File: src/rtl/blk_xfer_seq.sv
module blk_xfer_seq #(
  parameter int AW   = 32,
  parameter int LW   = 16,
  parameter int STEP = 4
) (
  input  logic          clk,
  input  logic          rst_n,
  input  logic          start,
  input  logic [AW-1:0] base_addr,
  input  logic [LW-1:0] reg_mask,
  input  logic [1:0]    amode,
  input  logic          wb_en,
  input  logic          is_load,
  input  logic          priv_bit,
  input  logic [AW-1:0] pc_in,
  output logic          req_valid,
  input  logic          req_ready,
  output logic [AW-1:0] req_addr,
  output logic [$clog2(LW)-1:0] req_reg,
  output logic          req_write,
  output logic          req_user_bank,
  input  logic [AW-1:0] mem_rdata,
  output logic          done,
  output logic          wb_valid,
  output logic [AW-1:0] wb_addr,
  output logic [AW-1:0] next_pc,
  output logic          pc_redirect,
  output logic          status_restore
);
  localparam int IW = $clog2(LW);
  localparam int CW = $clog2(LW + 1);

  logic          busy;
  logic [LW-1:0] pend;
  logic [AW-1:0] addr_q, wb_q, pc_q;
  logic          ld_q, priv_q, top_q, wben_q;

  logic [CW-1:0] cnt;
  logic [IW-1:0] low_idx;
  logic [AW-1:0] span, first_addr;

  always_comb begin
    cnt = '0;
    for (int i = 0; i < LW; i++) cnt = cnt + CW'(reg_mask[i]);
  end

  always_comb begin
    low_idx = '0;
    for (int i = LW - 1; i >= 0; i--) if (pend[i]) low_idx = IW'(i);
  end

  assign span = AW'(STEP) * AW'(cnt);

  always_comb begin
    case (amode)
      2'd0:    first_addr = base_addr;
      2'd1:    first_addr = base_addr + AW'(STEP);
      2'd2:    first_addr = base_addr - span + AW'(STEP);
      default: first_addr = base_addr - span;
    endcase
  end

  wire accept = start && !busy;
  wire hs     = busy && req_ready;
  wire last   = hs && ((pend & (pend - LW'(1))) == '0);

  always_ff @(posedge clk or negedge rst_n) begin
    if (!rst_n) begin
      busy   <= 1'b0;
      pend   <= '0;
      addr_q <= '0;
      wb_q   <= '0;
      pc_q   <= '0;
      ld_q   <= 1'b0;
      priv_q <= 1'b0;
      top_q  <= 1'b0;
      wben_q <= 1'b0;
      done   <= 1'b0;
    end else begin
      done <= (accept && reg_mask == '0) || last;
      if (accept) begin
        busy   <= reg_mask != '0;
        pend   <= reg_mask;
        addr_q <= first_addr;
        wb_q   <= amode[1] ? base_addr - span : base_addr + span;
        pc_q   <= pc_in + AW'(STEP);
        ld_q   <= is_load;
        priv_q <= priv_bit;
        top_q  <= reg_mask[LW-1];
        wben_q <= wb_en;
      end else if (hs) begin
        pend[low_idx] <= 1'b0;
        addr_q        <= addr_q + AW'(STEP);
        if (last) busy <= 1'b0;
        if (ld_q && low_idx == IW'(LW - 1)) pc_q <= mem_rdata;
      end
    end
  end

  assign req_valid      = busy;
  assign req_addr       = addr_q;
  assign req_reg        = low_idx;
  assign req_write      = !ld_q;
  assign req_user_bank  = priv_q && !top_q;
  assign wb_valid       = done && wben_q;
  assign wb_addr        = wb_q;
  assign next_pc        = pc_q;
  assign pc_redirect    = done && ld_q && top_q;
  assign status_restore = done && ld_q && priv_q && top_q;

  AST_ADDR_STEP: assert property (@(posedge clk) disable iff (!rst_n)
    (req_valid && req_ready && !last) |=> (req_valid && req_addr == $past(req_addr) + AW'(STEP)));
  AST_REG_ASCEND: assert property (@(posedge clk) disable iff (!rst_n)
    (req_valid && req_ready && !last) |=> (req_reg > $past(req_reg)));
  AST_STALL_HOLD: assert property (@(posedge clk) disable iff (!rst_n)
    (req_valid && !req_ready) |=> (req_valid && $stable(req_addr) && $stable(req_reg)));
  AST_EMPTY_DONE: assert property (@(posedge clk) disable iff (!rst_n)
    (start && !req_valid && reg_mask == '0) |=> (done && !req_valid));
  AST_DONE_PULSE: assert property (@(posedge clk) disable iff (!rst_n)
    done |=> !done);
  AST_LAST_DONE: assert property (@(posedge clk) disable iff (!rst_n)
    (req_valid && req_ready && (pend & (pend - LW'(1))) == '0) |=> (done && !req_valid));
  AST_RESTORE_QUAL: assert property (@(posedge clk) disable iff (!rst_n)
    status_restore |-> (done && pc_redirect));
endmodule

File: config.mk
export PLATFORM = sky130hd
export DESIGN_NAME = blk_xfer_seq
export DESIGN_NICKNAME = d
export VERILOG_FILES = /design/src/rtl/blk_xfer_seq.sv
export SDC_FILE = /design/constraint.sdc
export NUM_CORES = 1
export LEC_CHECK = 0
export BUFFER_PORTS_ARGS = -buffer_cell sky130_fd_sc_hd__buf_2
export CORE_ASPECT_RATIO = 1.4
export CORE_MARGIN = 3
export CORE_UTILIZATION = 51
export DETAILED_ROUTE_END_ITERATION = 6
export GPL_TIMING_DRIVEN = 0
export PLACE_DENSITY = 0.81
export REMOVE_ABC_BUFFERS = 1
export SYNTH_ARGS = -nofsm -noshare
export SYNTH_HDL_FRONTEND = slang
export SYNTH_SLANG_ARGS = --single-unit
File: constraint.sdc
create_clock -name clk -period 2.8 [get_ports clk]
set_clock_uncertainty 0.15 [all_clocks]
set_input_delay 0.7 -clock clk [delete_from_list [all_inputs] [get_ports clk]]
set_output_delay 0.7 -clock clk [all_outputs]
set_load 0.02 [all_outputs]
== Word-level counts from Yosys, hierarchy flattened ==
Index checks and enable logic that the tools add are counted.

* Bits in registers: 118
* Output and inout port bits: 107
* Logic and storage cells: 95

* Add/sub/neg operators: 22
* Magnitude comparators: 2
* Equality and inequality tests: 3
* Multiplexer cells: 30
* Bitwise operators: 3
* Reduce and logical (&&, ||, !) cells: 25

{| class="wikitable"
|+ Operators with widths
! operator !! count
|-
| 2-to-1 mux 32 bit || 6
|-
| adder 32 x 3 -> 32 bit (second input constant) || 4
|-
| case mux 32 bit (3 select lines) || 1
|-
| 2-to-1 mux 4 bit || 16
|-
| adder 5 x 1 -> 5 bit || 11
|-
| adder 32 x 7 -> 32 bit || 1
|-
| AND 16 bit || 2
|-
| zero test 16 bit || 2
|-
| 2-to-1 mux 16 bit || 2
|-
| subtractor 32 x 7 -> 32 bit || 1
|-
| inverter 16 bit || 1
|-
| nonzero test 16 bit || 1
|-
| subtractor 16 x 1 -> 16 bit (second input constant) || 1
|-
| logical AND 1 bit || 12
|-
| nonzero test 2 bit || 3
|-
| adder 4 x 1 -> 5 bit || 1
|-
| < comparator 4 x 5 -> 1 bit (second input constant) || 1
|-
| adder 3 x 1 -> 4 bit || 1
|-
| demux 1 bit (select 4 bit) || 1
|-
| equality test 4 bit (second input constant) || 1
|-
| greater-or-equal comparator 4 x 1 -> 1 bit (second input constant) || 1
|-
| 2-to-1 mux 1 bit || 4
|-
| AND reduction 2 bit || 2
|-
| adder 2 x 1 -> 3 bit || 1
|-
| other kinds (6) || 8
|}

== Longest topological paths before layout ==
* Depth after elaboration: 24
* Depth in mapped cells: 25
* Mapped depth without buffers: 23

== Worst setup path after synthesis ==
OpenSTA, ideal clock, no wires.

* Kind: input port to flip-flop
* Start point: in reg_mask[0]
* End point: reg addr_q[18] (netlist: req_addr[18])
* Setup time: 0.137 ns
* Arrival: 6.710 ns
* Slack: -4.197 ns
* Cell stages on the path: 22
* Buffers on the path: 2
* Cells stage by stage: inv_1 fa_1 fa_1 fa_1 fa_1 inv_1 ha_1 fa_1 a21o_1 and2_1 ha_1 buf_6 nor2b_4 or3_1 or3_1 and2_1 or4_4 or4b_4 buf_6 or3_1 a311oi_1 a21oi_1

* Word-level cells in the longest chain between the ends: 19

{| class="wikitable"
|+ Ends and longest elaborated chain
! item !! line !! source
|-
| start: declaration || 10 || <nowiki>input logic [LW-1:0] reg_mask,</nowiki>
|-
| adder 1 x 1 -> 2 bit * || 44 || <nowiki>for (int i = 0; i < LW; i++) cnt = cnt + CW'(reg_mask[i]);</nowiki>
|-
| adder 2 x 1 -> 3 bit * || 44 ||
|-
| adder 3 x 1 -> 4 bit * || 44 ||
|-
| adder 4 x 1 -> 5 bit * || 44 ||
|-
| adder 5 x 1 -> 5 bit * (11 in series) || 44 ||
|-
| subtractor 32 x 7 -> 32 bit * || 58, 59 ||
|-
| adder 32 x 3 -> 32 bit || 58 || <nowiki>2'd2: first_addr = base_addr - span + AW'(STEP);</nowiki>
|-
| case mux 32 bit (3 select lines) * || 55 || <nowiki>case (amode)</nowiki>
|-
| 2-to-1 mux 32 bit * || 81 || <nowiki>if (accept) begin</nowiki>
|-
| end signal: assignment || 84 || <nowiki>addr_q <= first_addr;</nowiki>
|-
| end signal: assignment || 93 || <nowiki>addr_q <= addr_q + AW'(STEP);</nowiki>
|-
| end: declaration || 35 || <nowiki>logic [AW-1:0] addr_q, wb_q, pc_q;</nowiki>
|}

Every way passes the cells marked *; elsewhere a longest branch is shown, timed or not.
A chain may end at the register's enable or synchronous reset.

== Worst setup path after layout ==
* Start point: in reg_mask[0]
* End point: reg addr_q[26] (netlist: req_addr[26])

The elaborated chain is that of the path after synthesis.

==> impl_metrics.yaml <==
placement:
  placed_area_sq_um: 11600
  dp_slack_ns: -5.19
  gp_congestion: 1.02
  dp_hpwl_mm: 24.5
  io_buffers: 227
  placed_cells_incl_taps: 1695
power:
  leakagePower_nw: 6.14
  worst_ir_drop_vdd_v: 0.000727
  power_mw: 15.9
  p_per_area_nw_per_um2: 1090
routing:
  drtAntennaViolNets: 0
  wire_per_inst_um: 22.6
  via_per_inst: 6.74
  dr.pass1.iters: 7
  vias: 12393
  drc_errors: 9
  routed_wl_mm: 41.5
  drtIter0Drc: 1836
sta:
  hold_slack_ns: 0.320
  slew_violations: 0
  rsz0062_at_grt: "true"
  setup_viol: 67
  max_freq_ghz: 0.145
  period_needed_ns: 6.89
  fin_tns_setup_ns: -183.58
  period_share: 2.46
  hold_viol_final: 0
  setup_slack_ns: -4.09
  tightestPinTransition_ns: 1.44
  slew_headroom: 0.0386
outcome:
  outcome: "complete, but fails checks"
  violations: "DRC, setup timing"
cts:
  cts_tree: "done"
  cts.reportedPaths.clkPinSlew_ns: 0.06
  clock_path_buffers: 2
  clock-sinks: 118
  clockRootBuffer: "clkbuf_16"
  htree_levels: 4
  cts_buffers: 17
  clk_latency_ns: 0.42
final_layout:
  antennaDiodeCount: 0
  multi_input_area_sq_um: 8070
  postLayoutCellArea_sq_um: 14500
  fin_nets: 1734
  fillers: 1290
  fin_cells: 1838
  fin_util: 0.744
  register_area_sq_um: 2960
  layout-drive-gt1-share: 0.396
  area.growth.synth_to_final_pct: 40.9
die:
  fp.coreArea_sq_um: 19500
  fp.dieW_um: 126
  die_h_um: 174
  io_pins: 228
  start_util: 0.528
  die_area_sq_um: 22000
  rows: 60
synthesis:
  synth_cell_types: 90
  netlist.area_leader.share: 0.286
  synth_ff_type: "dfrtp_1"
  ys_seq_elements: 118
  synth.avg_cell_area_sq_um: 7.93
  synth-edff-count: 0
  synth_warnings: 0
  synth.cell_area_sq_um: 10300
  synth-seq-area-share: 0.286
  synth.area.top_cells: "dfrtp_1 (29%), nand2_1 (6.4%), xnor2_1 (5.2%), o21ai_0 (4.6%), xor2_1 (4.2%)"
  yosysTopAreaCell: "dfrtp_1"
  async_reset_ff_frac: 1.00
  synthCells: 1301
worst_setup_path:
  end_kind: "flip-flop"
  worstPathMaxFanout: 6
  crit_type: "in -> reg"
  reg2reg_to: "req_addr[31]"
  r2r-start: "req_valid"
  cp.required_ns: 2.98
  reg2reg_slack_ns: -0.22
  startpoint_type: "primary input"
  cp.arrival_ns: 7.07
  ff2ff_path_depth: 8
min_path:
  worstHoldPathCells: 2
  hold_path.class: "reg -> reg"
  min_from: "req_addr[0]"
  hold_end: "req_addr[0]"
global_route:
  met1_usage: 0.385
  grt_start_max_net_pins: 93
  first_global_vias: 11498
  overflow: 0
  top_usage_layer: "met2"
  antenna_found_initial: 0
  grtUsageMet2: 0.567
  groute.layer.met3.usage: 0.0529
  grt_pass1_wl_mm: 59.3
  grt_util_all_layers: 0.328
flow_run:
  cap_viol_max_count: 0
[Yosys cell counts (11+ instances only)]
master and n:
nand2_1 177, o22ai_1 12, xnor2_1 61, and3_1 23, nand4_1 16, inv_1 58
nor2_1 82, clkbuf_1 69, nor3_1 34, a31oi_1 23, mux2i_1 26, nor4_1 26
o21ai_0 95, or3_1 26, o31ai_1 11, fa_1 12, xor2_1 49, nand3_1 55
dfrtp_1 118, a21oi_1 67, ha_1 23, a211oi_1 20, o221a_2 13, and2_1 13
nand2b_1 11
[critical path, stage by stage]
cell and delay, ns:
buf_8 0.09, inv_8 0.03, fa_1 0.49, fa_2 0.58, fa_2 0.44, fa_1 0.52, inv_2 0.05, ha_4 0.17
fa_2 0.39, xor2_2 0.31, inv_1 0.14, ha_4 0.24, nor2b_4 0.17, a2111oi_4 0.10, buf_6 0.15, or3_4 0.37
and2_4 0.16, or4_4 0.51, or4b_4 0.58, buf_12 0.16, buf_6 0.12, o31ai_4 0.20, nand3b_1 0.13, a21oi_1 0.24
[area by class of cell]
type,count,area share
clock inverters,9,0.0103
multi-input cells,1037,0.555
inverters,60,0.0170
flip-flops and latches,118,0.204
clock buffers,22,0.0319
repair buffers,344,0.161
well taps,248,0.0214
[layer usage]
metal	vias to the layer above	wire length [um]
met5	-	0
met2	1053	19800
met4	0	3340
li1	5259	-
met1	5738	14400
met3	343	4070
[cells in the final DEF, fill, tap and decap left out, types with 9 or more instances in the layout]
| cell type | count |
|---|---|
| nor4_4 | 11 |
| inv_1 | 42 |
| buf_2 | 214 |
| or3_4 | 11 |
| nand4_1 | 16 |
| nor4_2 | 9 |
| inv_2 | 11 |
| nor4_1 | 17 |
| nand2_1 | 162 |
| nor3_1 | 25 |
| o22ai_1 | 10 |
| ha_4 | 10 |
| buf_6 | 42 |
| a21oi_1 | 51 |
| o21ai_1 | 28 |
| nor2_1 | 66 |
| nor2_4 | 10 |
| o221a_2 | 13 |
| buf_4 | 76 |
| ha_1 | 11 |
| o21ai_0 | 56 |
| a211oi_1 | 12 |
| a31oi_1 | 21 |
| nand3_1 | 45 |
| and3_1 | 20 |
| or3_1 | 16 |
| nand2_2 | 9 |
| dfrtp_1 | 113 |
| mux2i_1 | 25 |
| o21ai_2 | 10 |
| xnor2_1 | 54 |
| xor2_1 | 44 |
| clkbuf_16 | 17 |
| a21oi_2 | 16 |
[power breakdown]
group | switching, mW | internal (mW) | total [mW]
clock network | 0.799 | 1.53 | 2.32
logic | 5.92 | 4.41 | 10.3
registers | 0.711 | 2.51 | 3.22
[state kept, by name (all words and copies together) (netlist names), 16 cells and up]
| signal | count |
|---|---|
| wb_addr | 32 |
| next_pc | 32 |
| req_addr | 32 |
| pend | 16 |
[kinds of logic after synthesis]
kind of cell	synth area share
AO/OA/AOI/OAI	0.220
XOR/XNOR	0.0934
adder cells (fa/ha/maj)	0.0512
buffers and inverters	0.0565
flip-flops	0.286
multiplexers	0.0263
AND/OR/NAND/NOR	0.267
[worst max path at each step]
stage                            start      endpoint  cells past startpoint
final                      reg_mask[0]  req_addr[26]                     24
after global routing       reg_mask[0]  req_addr[26]                     24
after CTS                 reg_mask[13]  req_addr[18]                     21
after detailed placement   reg_mask[1]  req_addr[18]                     20
after global placement     reg_mask[1]  req_addr[18]                     20
after floorplan            reg_mask[0]  req_addr[18]                     19
[what timing repair did]
action | in CTS | in global routing
pin swaps | 111 | 96
setup endpoints to repair | 105 | 93
resized for setup | 245 | 122
buffers inserted | 66 | 50
gates cloned | 0 | 1
hold endpoints to repair | 21 | 0
hold buffers | 1 | 0
Note: power is estimated with default switching activity, not from simulation.
